## src/rtl/adc_seq_pkg.sv

```systemverilog
package adc_seq_pkg;

    typedef enum logic [2:0] {
        ST_IDLE,
        ST_START,
        ST_WAIT_INT,
        ST_SETTLE,
        ST_CAPTURE
    } seq_state_t;

    // Events passed from the sequencer to the result stage.
    typedef struct packed {
        logic take;
        logic timeout;
    } seq_evt_t;

    localparam int unsigned DEF_DATA_W      = 10;
    localparam int unsigned DEF_SETTLE_CYC  = 3;
    localparam int unsigned DEF_TIMEOUT_CYC = 200;
    localparam int unsigned DEF_SYNC_STAGES = 2;

    function automatic int unsigned max_u(input int unsigned a, input int unsigned b);
        return (a > b) ? a : b;
    endfunction

endpackage

```

## src/rtl/adc_seq_sync.sv

```systemverilog
module adc_seq_sync #(
    parameter int unsigned STAGES = adc_seq_pkg::DEF_SYNC_STAGES
) (
    input  logic clk,
    input  logic rst,
    input  logic async_n,
    output logic level_n,
    output logic fall
);
    logic [STAGES-1:0] chain;
    logic              prev_q;

    always_ff @(posedge clk) begin
        if (rst) chain[0] <= 1'b1;
        else     chain[0] <= async_n;
    end

    genvar gi;
    generate
        for (gi = 1; gi < STAGES; gi++) begin : g_stage
            always_ff @(posedge clk) begin
                if (rst) chain[gi] <= 1'b1;
                else     chain[gi] <= chain[gi-1];
            end
        end
    endgenerate

    always_ff @(posedge clk) begin
        if (rst) prev_q <= 1'b1;
        else     prev_q <= chain[STAGES-1];
    end

    assign level_n = chain[STAGES-1];
    assign fall    = prev_q & ~chain[STAGES-1];

    // a reported fall means the synchronized line is low now and was high one cycle earlier
    fall_edge_chk: assert property (@(posedge clk) disable iff (rst)
        fall |-> (!level_n && $past(level_n)));

endmodule

```

## src/rtl/adc_seq_fsm.sv

```systemverilog
module adc_seq_fsm
    import adc_seq_pkg::*;
#(
    parameter int unsigned SETTLE_CYC  = DEF_SETTLE_CYC,
    parameter int unsigned TIMEOUT_CYC = DEF_TIMEOUT_CYC
) (
    input  logic     clk,
    input  logic     rst,
    input  logic     trig,
    input  logic     int_fall,
    output logic     strobe_n,
    output seq_evt_t evt
);
    localparam int unsigned MAX_CNT = max_u(SETTLE_CYC, TIMEOUT_CYC);
    localparam int unsigned CNT_W   = $clog2(MAX_CNT + 1);
    localparam logic [CNT_W-1:0] SETTLE_LAST  = CNT_W'(SETTLE_CYC - 1);
    localparam logic [CNT_W-1:0] TIMEOUT_LAST = CNT_W'(TIMEOUT_CYC - 1);

    seq_state_t       state_q, state_d;
    logic [CNT_W-1:0] cnt_q;
    logic             tmo_d;

    always_comb begin
        state_d = state_q;
        tmo_d   = 1'b0;
        unique case (state_q)
            ST_IDLE:     if (trig) state_d = ST_START;
            ST_START:    state_d = ST_WAIT_INT;
            ST_WAIT_INT: begin
                if (int_fall) begin
                    state_d = ST_SETTLE;
                end else if (cnt_q == TIMEOUT_LAST) begin
                    state_d = ST_IDLE;
                    tmo_d   = 1'b1;
                end
            end
            ST_SETTLE:   if (cnt_q == SETTLE_LAST) state_d = ST_CAPTURE;
            ST_CAPTURE:  state_d = ST_IDLE;
            default:     state_d = ST_IDLE;
        endcase
    end

    always_ff @(posedge clk) begin
        if (rst) begin
            state_q  <= ST_IDLE;
            cnt_q    <= '0;
            strobe_n <= 1'b1;
        end else begin
            state_q  <= state_d;
            cnt_q    <= (state_d != state_q) ? '0 : cnt_q + 1'b1;
            strobe_n <= (state_d == ST_IDLE);
        end
    end

    assign evt.take    = (state_q == ST_CAPTURE);
    assign evt.timeout = tmo_d;

    // capture is reached only through the settle phase
    capture_after_settle_chk: assert property (@(posedge clk) disable iff (rst)
        (state_q == ST_CAPTURE) |-> ($past(state_q) == ST_SETTLE));

    // a trigger during a conversion does not start another one
    busy_trig_chk: assert property (@(posedge clk) disable iff (rst)
        (state_q != ST_IDLE && trig) |=> (state_q != ST_START));

    // the wait counter never passes the timeout limit
    wait_bound_chk: assert property (@(posedge clk) disable iff (rst)
        (state_q == ST_WAIT_INT) |-> (cnt_q <= TIMEOUT_LAST));

    // strobes are low whenever a conversion is under way
    strobe_busy_chk: assert property (@(posedge clk) disable iff (rst)
        (state_q != ST_IDLE) |-> !strobe_n);

endmodule

```

## src/rtl/adc_seq_capture.sv

```systemverilog
module adc_seq_capture
    import adc_seq_pkg::*;
#(
    parameter int unsigned DATA_W = DEF_DATA_W
) (
    input  logic              clk,
    input  logic              rst,
    input  seq_evt_t          evt,
    input  logic [DATA_W-1:0] data_in,
    output logic [DATA_W-1:0] result,
    output logic              valid,
    output logic              err
);
    always_ff @(posedge clk) begin
        if (rst) begin
            result <= '0;
            valid  <= 1'b0;
            err    <= 1'b0;
        end else begin
            if (evt.take) result <= data_in;
            valid <= evt.take;
            err   <= evt.timeout;
        end
    end

    // valid lasts a single cycle
    valid_pulse_chk: assert property (@(posedge clk) disable iff (rst)
        valid |=> !valid);

    // a timeout never coincides with a result
    err_valid_excl_chk: assert property (@(posedge clk) disable iff (rst)
        !(err && valid));

    // result changes only on a capture
    result_hold_chk: assert property (@(posedge clk) disable iff (rst)
        !evt.take |=> $stable(result));

endmodule

```

## src/rtl/adc_seq_ctrl.sv

```systemverilog
module adc_seq_ctrl
    import adc_seq_pkg::*;
#(
    parameter int unsigned DATA_W      = DEF_DATA_W,
    parameter int unsigned SETTLE_CYC  = DEF_SETTLE_CYC,
    parameter int unsigned TIMEOUT_CYC = DEF_TIMEOUT_CYC,
    parameter int unsigned SYNC_STAGES = DEF_SYNC_STAGES
) (
    input  logic              clk,
    input  logic              rst,
    input  logic              trig,
    input  logic              int_n,
    input  logic [DATA_W-1:0] adc_data,
    output logic              sh_n,
    output logic              rd_n,
    output logic [DATA_W-1:0] result,
    output logic              valid,
    output logic              err
);
    logic     int_lvl_n;
    logic     int_fall;
    logic     strobe_n;
    seq_evt_t evt;

    adc_seq_sync #(.STAGES(SYNC_STAGES)) u_sync (
        .clk     (clk),
        .rst     (rst),
        .async_n (int_n),
        .level_n (int_lvl_n),
        .fall    (int_fall)
    );

    adc_seq_fsm #(
        .SETTLE_CYC  (SETTLE_CYC),
        .TIMEOUT_CYC (TIMEOUT_CYC)
    ) u_fsm (
        .clk      (clk),
        .rst      (rst),
        .trig     (trig),
        .int_fall (int_fall),
        .strobe_n (strobe_n),
        .evt      (evt)
    );

    adc_seq_capture #(.DATA_W(DATA_W)) u_cap (
        .clk     (clk),
        .rst     (rst),
        .evt     (evt),
        .data_in (adc_data),
        .result  (result),
        .valid   (valid),
        .err     (err)
    );

    assign sh_n = strobe_n;
    assign rd_n = strobe_n;

    // a capture needs the synchronized completion line to be low
    capture_int_low_chk: assert property (@(posedge clk) disable iff (rst)
        evt.take |-> !int_lvl_n);

endmodule

```

## config.mk

```make
export PLATFORM = sky130hd
export DESIGN_NAME = adc_seq_ctrl
export DESIGN_NICKNAME = d
export VERILOG_FILES = /design/src/rtl/adc_seq_pkg.sv /design/src/rtl/adc_seq_sync.sv /design/src/rtl/adc_seq_fsm.sv /design/src/rtl/adc_seq_capture.sv /design/src/rtl/adc_seq_ctrl.sv
export SDC_FILE = /design/constraint.sdc
export NUM_CORES = 1
export LEC_CHECK = 0
export ABC_AREA = 1
export BUFFER_PORTS_ARGS = -buffer_cell sky130_fd_sc_hd__buf_2
export CORE_UTILIZATION = 30
export DETAILED_ROUTE_END_ITERATION = 10
export PLACE_DENSITY = 0.59
export SLEW_MARGIN = 20
export SYNTH_ARGS = -nofsm -noshare
export SYNTH_HDL_FRONTEND = slang
export SYNTH_HIERARCHICAL = 1
export SYNTH_SLANG_ARGS = --single-unit
```

## constraint.sdc

```tcl
create_clock -name clk -period 1.7 [get_ports clk]
set_clock_uncertainty 0.2 [all_clocks]
set_input_delay 0.255 -clock clk [delete_from_list [all_inputs] [get_ports clk]]
set_output_delay 0.255 -clock clk [all_outputs]
set_load 0.01 [all_outputs]
```

After elaboration in Yosys (flattened, before gate mapping)
Index checks and enable logic that the tools add are counted.
- register bits after elaboration: 27
- bits in latches: 0
- bits in writable memories: 0
- memory bits (read-only): 0
- bits of input ports: 14
- output and inout bits: 14
- word-level logic and storage cells: 30
- memories kept: 0
- add/sub/neg operators: 1
- multipliers: 0
- div/mod/pow operators: 0
- order comparisons: 0
- equality and inequality tests: 7
- shift operators: 0
- multiplexer cells: 6
- bitwise gates (word level): 3
- reductions and logical operators: 4
- operator list (kind ; count):
    2-to-1 mux 3 bit ; 4
    case mux 3 bit (4 select lines) ; 1
    adder 8 x 1 -> 8 bit, second input constant ; 1
    equality test 8 x 2 -> 1 bit, second input constant ; 1
    equality test 8 bit, second input constant ; 1
    equality test 3 x 2 -> 1 bit, second input constant ; 2
    logical NOT 3 bit ; 2
    equality test 3 x 1 -> 1 bit, second input constant ; 1
    equality test 3 bit, second input constant ; 1
    inequality test 3 bit ; 1
    OR reduction 3 bit ; 1
    inverter 1 bit ; 2
    OR reduction 2 bit ; 1
    bitwise AND 1 bit ; 1
    2-to-1 mux 1 bit ; 1

Depth between registers and ports, before layout
- depth after elaboration: 6
- mapped depth: 11
- mapped depth without buffers: 11

Cells and area by module
Netlist, hierarchy kept.
- by module, submodules not included (module ; times used ; cells each ; area an instance (um^2) ; seq. area each (um^2)):
    adc_seq_fsm ; 1 ; 85 ; 621.8 ; 240.2
    adc_seq_capture ; 1 ; 69 ; 484.2 ; 240.2
    adc_seq_sync ; 1 ; 12 ; 93.8 ; 60.1
    adc_seq_ctrl ; 1 ; 1 ; 7.5 ; 0.0

Worst setup path before layout
OpenSTA, ideal clock, no wires.
- path kind: register -> register
- from: register u_fsm.cnt_q[0]
- to: register u_fsm.cnt_q[0]
- setup time: 66 ps
- data arrival time: 1216 ps
- required time: 1434 ps
- slack: 218 ps
- cell stages (with the launch flop): 10
- cells stage by stage: dfxtp_1 -> inv_1 -> ha_1 -> nand2_1 -> nor2_1 -> nand2_1 -> nor2_1 -> nor2_1 -> nand4_4 -> nor2_1
- word-level cells in the longest chain between the ends: 6
- elaborated cells between the ends (all ways): 9
- those cells by class: add/sub: 1; eq/ne: 3; mux: 4; reduce/logical: 1
- ends and longest elaborated chain (item ; RTL line ; source):
    from (decl) ; adc_seq_fsm.sv:20 ; logic [CNT_W-1:0] cnt_q;
    from (signal assigned) ; adc_seq_fsm.sv:50 ; cnt_q <= (state_d != state_q) ? '0 : cnt_q + 1'b1;
    equality test 8 bit ; adc_seq_fsm.sv:32 ; end else if (cnt_q == TIMEOUT_LAST) begin
    2-to-1 mux 3 bit ; adc_seq_fsm.sv:32 ;
    2-to-1 mux 3 bit ; adc_seq_fsm.sv:30 ; if (int_fall) begin
    case mux 3 bit (4 select lines) ; adc_seq_fsm.sv:26 ; unique case (state_q)
    inequality test 3 bit ; adc_seq_fsm.sv:50 ;
    OR reduction 2 bit (no line) ; -- ;
Several ways; a longest one is shown, not always the timed one.
A chain may end at the register's enable or synchronous reset.

Worst setup path after layout
Same ends and word-level chain as after synthesis.

==> impl_results.md <==
- TritonCTS clock tree: yes
- Crit end category: register
- First-pass GRT wire length: roughly 3500 um
- R2R cell count: 10
- Register area share after synthesis: 0.448
- Final period util: 0.936
- Sequential share of power: 0.565
- Min Clock Period, post-route: around 1600 ps
- Initial DRC count: 65
- Synth top area cells: dfxtp_1, nand2_1, nor2_1, inv_1, nor2_2
- Via Count: 1004
- Synth Area in XOR/XNOR: 0.0435
- Final nets: between 200 and 250
- Layout area overhead: 21.9%
- Syn Inst Count: approximately 170
- DRT Pass-1 Iters: 4
- Tot Pwr: about 1.2 mW
- DR DRC count: 0
- Yosys reg bits: 27
- DPL Wire Length: 1500 um
- Worst Path Arrival: 1600 ps
- Hold_sp: rst
- Hold Path End: u_fsm/state_q[1]
- Synth top area share: 0.448
- Hold path depth: 2
- Synth warn: 6
- Routed wire length: between 2000 and 2500 um
- N_diodes: 0
- Largest family of logic cells by synthesized area: simple AND/OR/NAND/NOR gates
- Worst hold margin: around 56 ps
- Leak: 0.697 nW
- Synth Area in Adders: 0.0207
- F_max: between 600 and 700 MHz
- NetSw: slightly above 0.3 mW
- Synth area leader: dfxtp_1
- Gate power share: 0.122
- Post-synthesis compound-gate area fraction: 0.00829
- GP Congestion: between 0.7 and 0.8
- Clock Pin Slew Worst Setup and Hold Paths: ~100 ps
- Post-detailed-route count of antenna-violating nets: 0
- Clk Latency, worst-skew pair: 270 ps
- FF-to-FF setup slack: 110 ps
- Yosys cell types: 21
- Inserted Clock Buffers: 3
- Power share of the clock group: 0.313
- Final Max Slew Viols: 0
- Power per cell area: 806 mW/mm2
- Std-Cell Rows: 22
- Worst Path Required: 1710 ps
- Crit Reg-Reg Startpoint: u_fsm/cnt_q[0]
- # setup viols final: 0
- RSZ-0062 raised after global routing: true
- IO Port Bufs: 27
- Slew HR: 0.840
- Mapped cell area: 0.00121 mm2
- Int Power: around 0.88 mW
- Worst min path class: in2reg
- Maximum fanout along the worst path: 8
- Setup slack after layout: between 100 and 150 ps
- Maximum clock path buffer count: 2
- WL per Instance: around 8.5 um
- Syn Nets: 183
- Total grt overflow: 0
- Outcome: complete, no violations
- Max-cap viol count: 0
- Layout cells sized above 1: 0.274
- Vias in the first global route: between 800 and 900
- Mux contribution to synthesized area: 0
- Core area: roughly 0.0038 mm2
- Switch share: 0.258
- Setup CP Type: reg2reg
- FF-to-FF End: u_fsm/cnt_q[0]
- Pin count of the biggest net entering global routing: 22
- Die Span Y: approximately 65 um
- CTS root buf: clkbuf_8
- Clock sink count: 27
- Setup TNS: 0 ps
- Die Span X: between 60 and 70 um
- Simple-Gate Fraction of Synth Area: 0.349
- I/O pins: 28
- Initial Util: 0.320
- Syn Area/Cell: 7.23 um2
- Antenna violations before repair: 0
- DIE AREA: approximately 0.0043 mm2
- GRT Total Usage: 0.105
- Fin util: 0.390
- Pre-CTS WS: 78.1 ps
- CTS H-tree lvls: 1
- Peak supply drop: about 270 uV
- DR vias/cell: between 4 and 5
- Worst-margin pin slew: 239 ps
- Startpoint Class: register
- Final hold viol count: 0
-- Yosys cell counts --
library cell / n
o21ai_0: 1
nand3_2: 1
nor3_2: 1
inv_1: 30
nor4_1: 1
nand2_1: 38
inv_2: 2
xor2_1: 5
buf_4: 2
xnor2_1: 1
nand4_1: 2
nand4_4: 1
nor3_1: 4
nand2_2: 1
a21oi_1: 1
dfxtp_1: 27
nor2_2: 7
ha_1: 2
buf_6: 2
nor2_1: 33
nand3_1: 5
-- registers in the layout, indices dropped and copies added (netlist names) --
name,flops
u_cap/err,1
u_cap/result,10
u_cap/valid,1
u_fsm/cnt_q,8
u_fsm/state_q,3
u_fsm/strobe_n,1
u_sync/chain,1
u_sync/level_n,1
u_sync/prev_q,1
-- logic make-up (layout without fill, tap and decap cells) --
family / after synthesis / after routing
compound gates: 2 / 2
xor+xnor: 6 / 6
fa+ha+maj: 2 / 2
buf+inv: 36 / 66
flops: 27 / 27
simple gates: 94 / 94
-- layout by cell type (no fill, tap or decap), types with 3 or more instances in the layout --
cell type,Yosys,layout
nand2_1,38,36
nor2_1,33,32
inv_1,30,29
buf_2,0,27
dfxtp_1,27,25
nor2_2,7,8
nand3_1,5,5
xor2_1,5,5
clkbuf_8,0,3
nand2_2,1,3
nor3_1,4,3
-- area by class of cell --
class | count | area, um2
Sequential cell | 27 | 546
Timing Repair Buffer | 30 | 160
Inverter | 32 | 123
Fill cell | 390 | 2300
Clock inverter | 1 | 7.51
Clock buffer | 3 | 41.3
Multi-Input combinational cell | 104 | 534
Tap cell | 48 | 60.1
-- routing by layer --
layer | part of all wire | track usage | vias to the layer above
met4 | 0.0091 | 0.0571 | 0
met3 | 0.027 | 0.0156 | 2
met2 | 0.44 | 0.148 | 15
li1 | - | - | 552
met5 | 0 | 0 | -
met1 | 0.53 | 0.152 | 435
-- power by group through the flow --
stage / clock network [mW] / registers, mW / logic, mW
finish: 0.371 / 0.670 / 0.144
global route: 0.426 / 0.674 / 0.165
CTS: 0.394 / 0.665 / 0.133
detailed placement: 0 / 0.680 / 0.130
global placement: 0 / 0.679 / 0.131
floorplan: 0 / 0.679 / 0.0935
-- critical path, cell delays in order, from the launching register on --
cell     delay, ps
dfxtp_4        370
inv_4           50
ha_4           110
nand2_2         30
nor2_1          70
nand2_1         90
nand2_2        110
nand3_2        100
nand2_2        100
nand4_4        160
nor2_1         120
-- how the worst max path moves through the flow --
stage / start / to / slack (ps) / cells past startpoint
CTS: u_fsm/cnt_q[0] / u_fsm/cnt_q[2] / 60 / 9
floorplan: u_fsm/cnt_q[0] / u_fsm/cnt_q[0] / 220 / 9
global route: u_fsm/cnt_q[0] / u_fsm/cnt_q[0] / -20 / 10
finish: u_fsm/cnt_q[0] / u_fsm/cnt_q[0] / 110 / 10
detailed placement: u_fsm/cnt_q[0] / u_fsm/cnt_q[2] / 80 / 9
global placement: u_fsm/cnt_q[0] / u_fsm/cnt_q[0] / 120 / 9
-- through the flow --
stage	cell area, um2	cells
after CTS	1440	244
after global routing	1470	245
final	1470	245
after detailed placement	1380	239
after floorplan	1210	167
after global placement	1380	239
-- what timing repair did --
item | CTS | global route
endpoints found under the setup margin | 0 | 9
hold buffers | 1 | 0
gates resized for setup | 0 | 10
hold endpoints to repair | 1 | 0
buffers inserted | 0 | 1
Note: power is estimated with default switching activity, not from simulation.
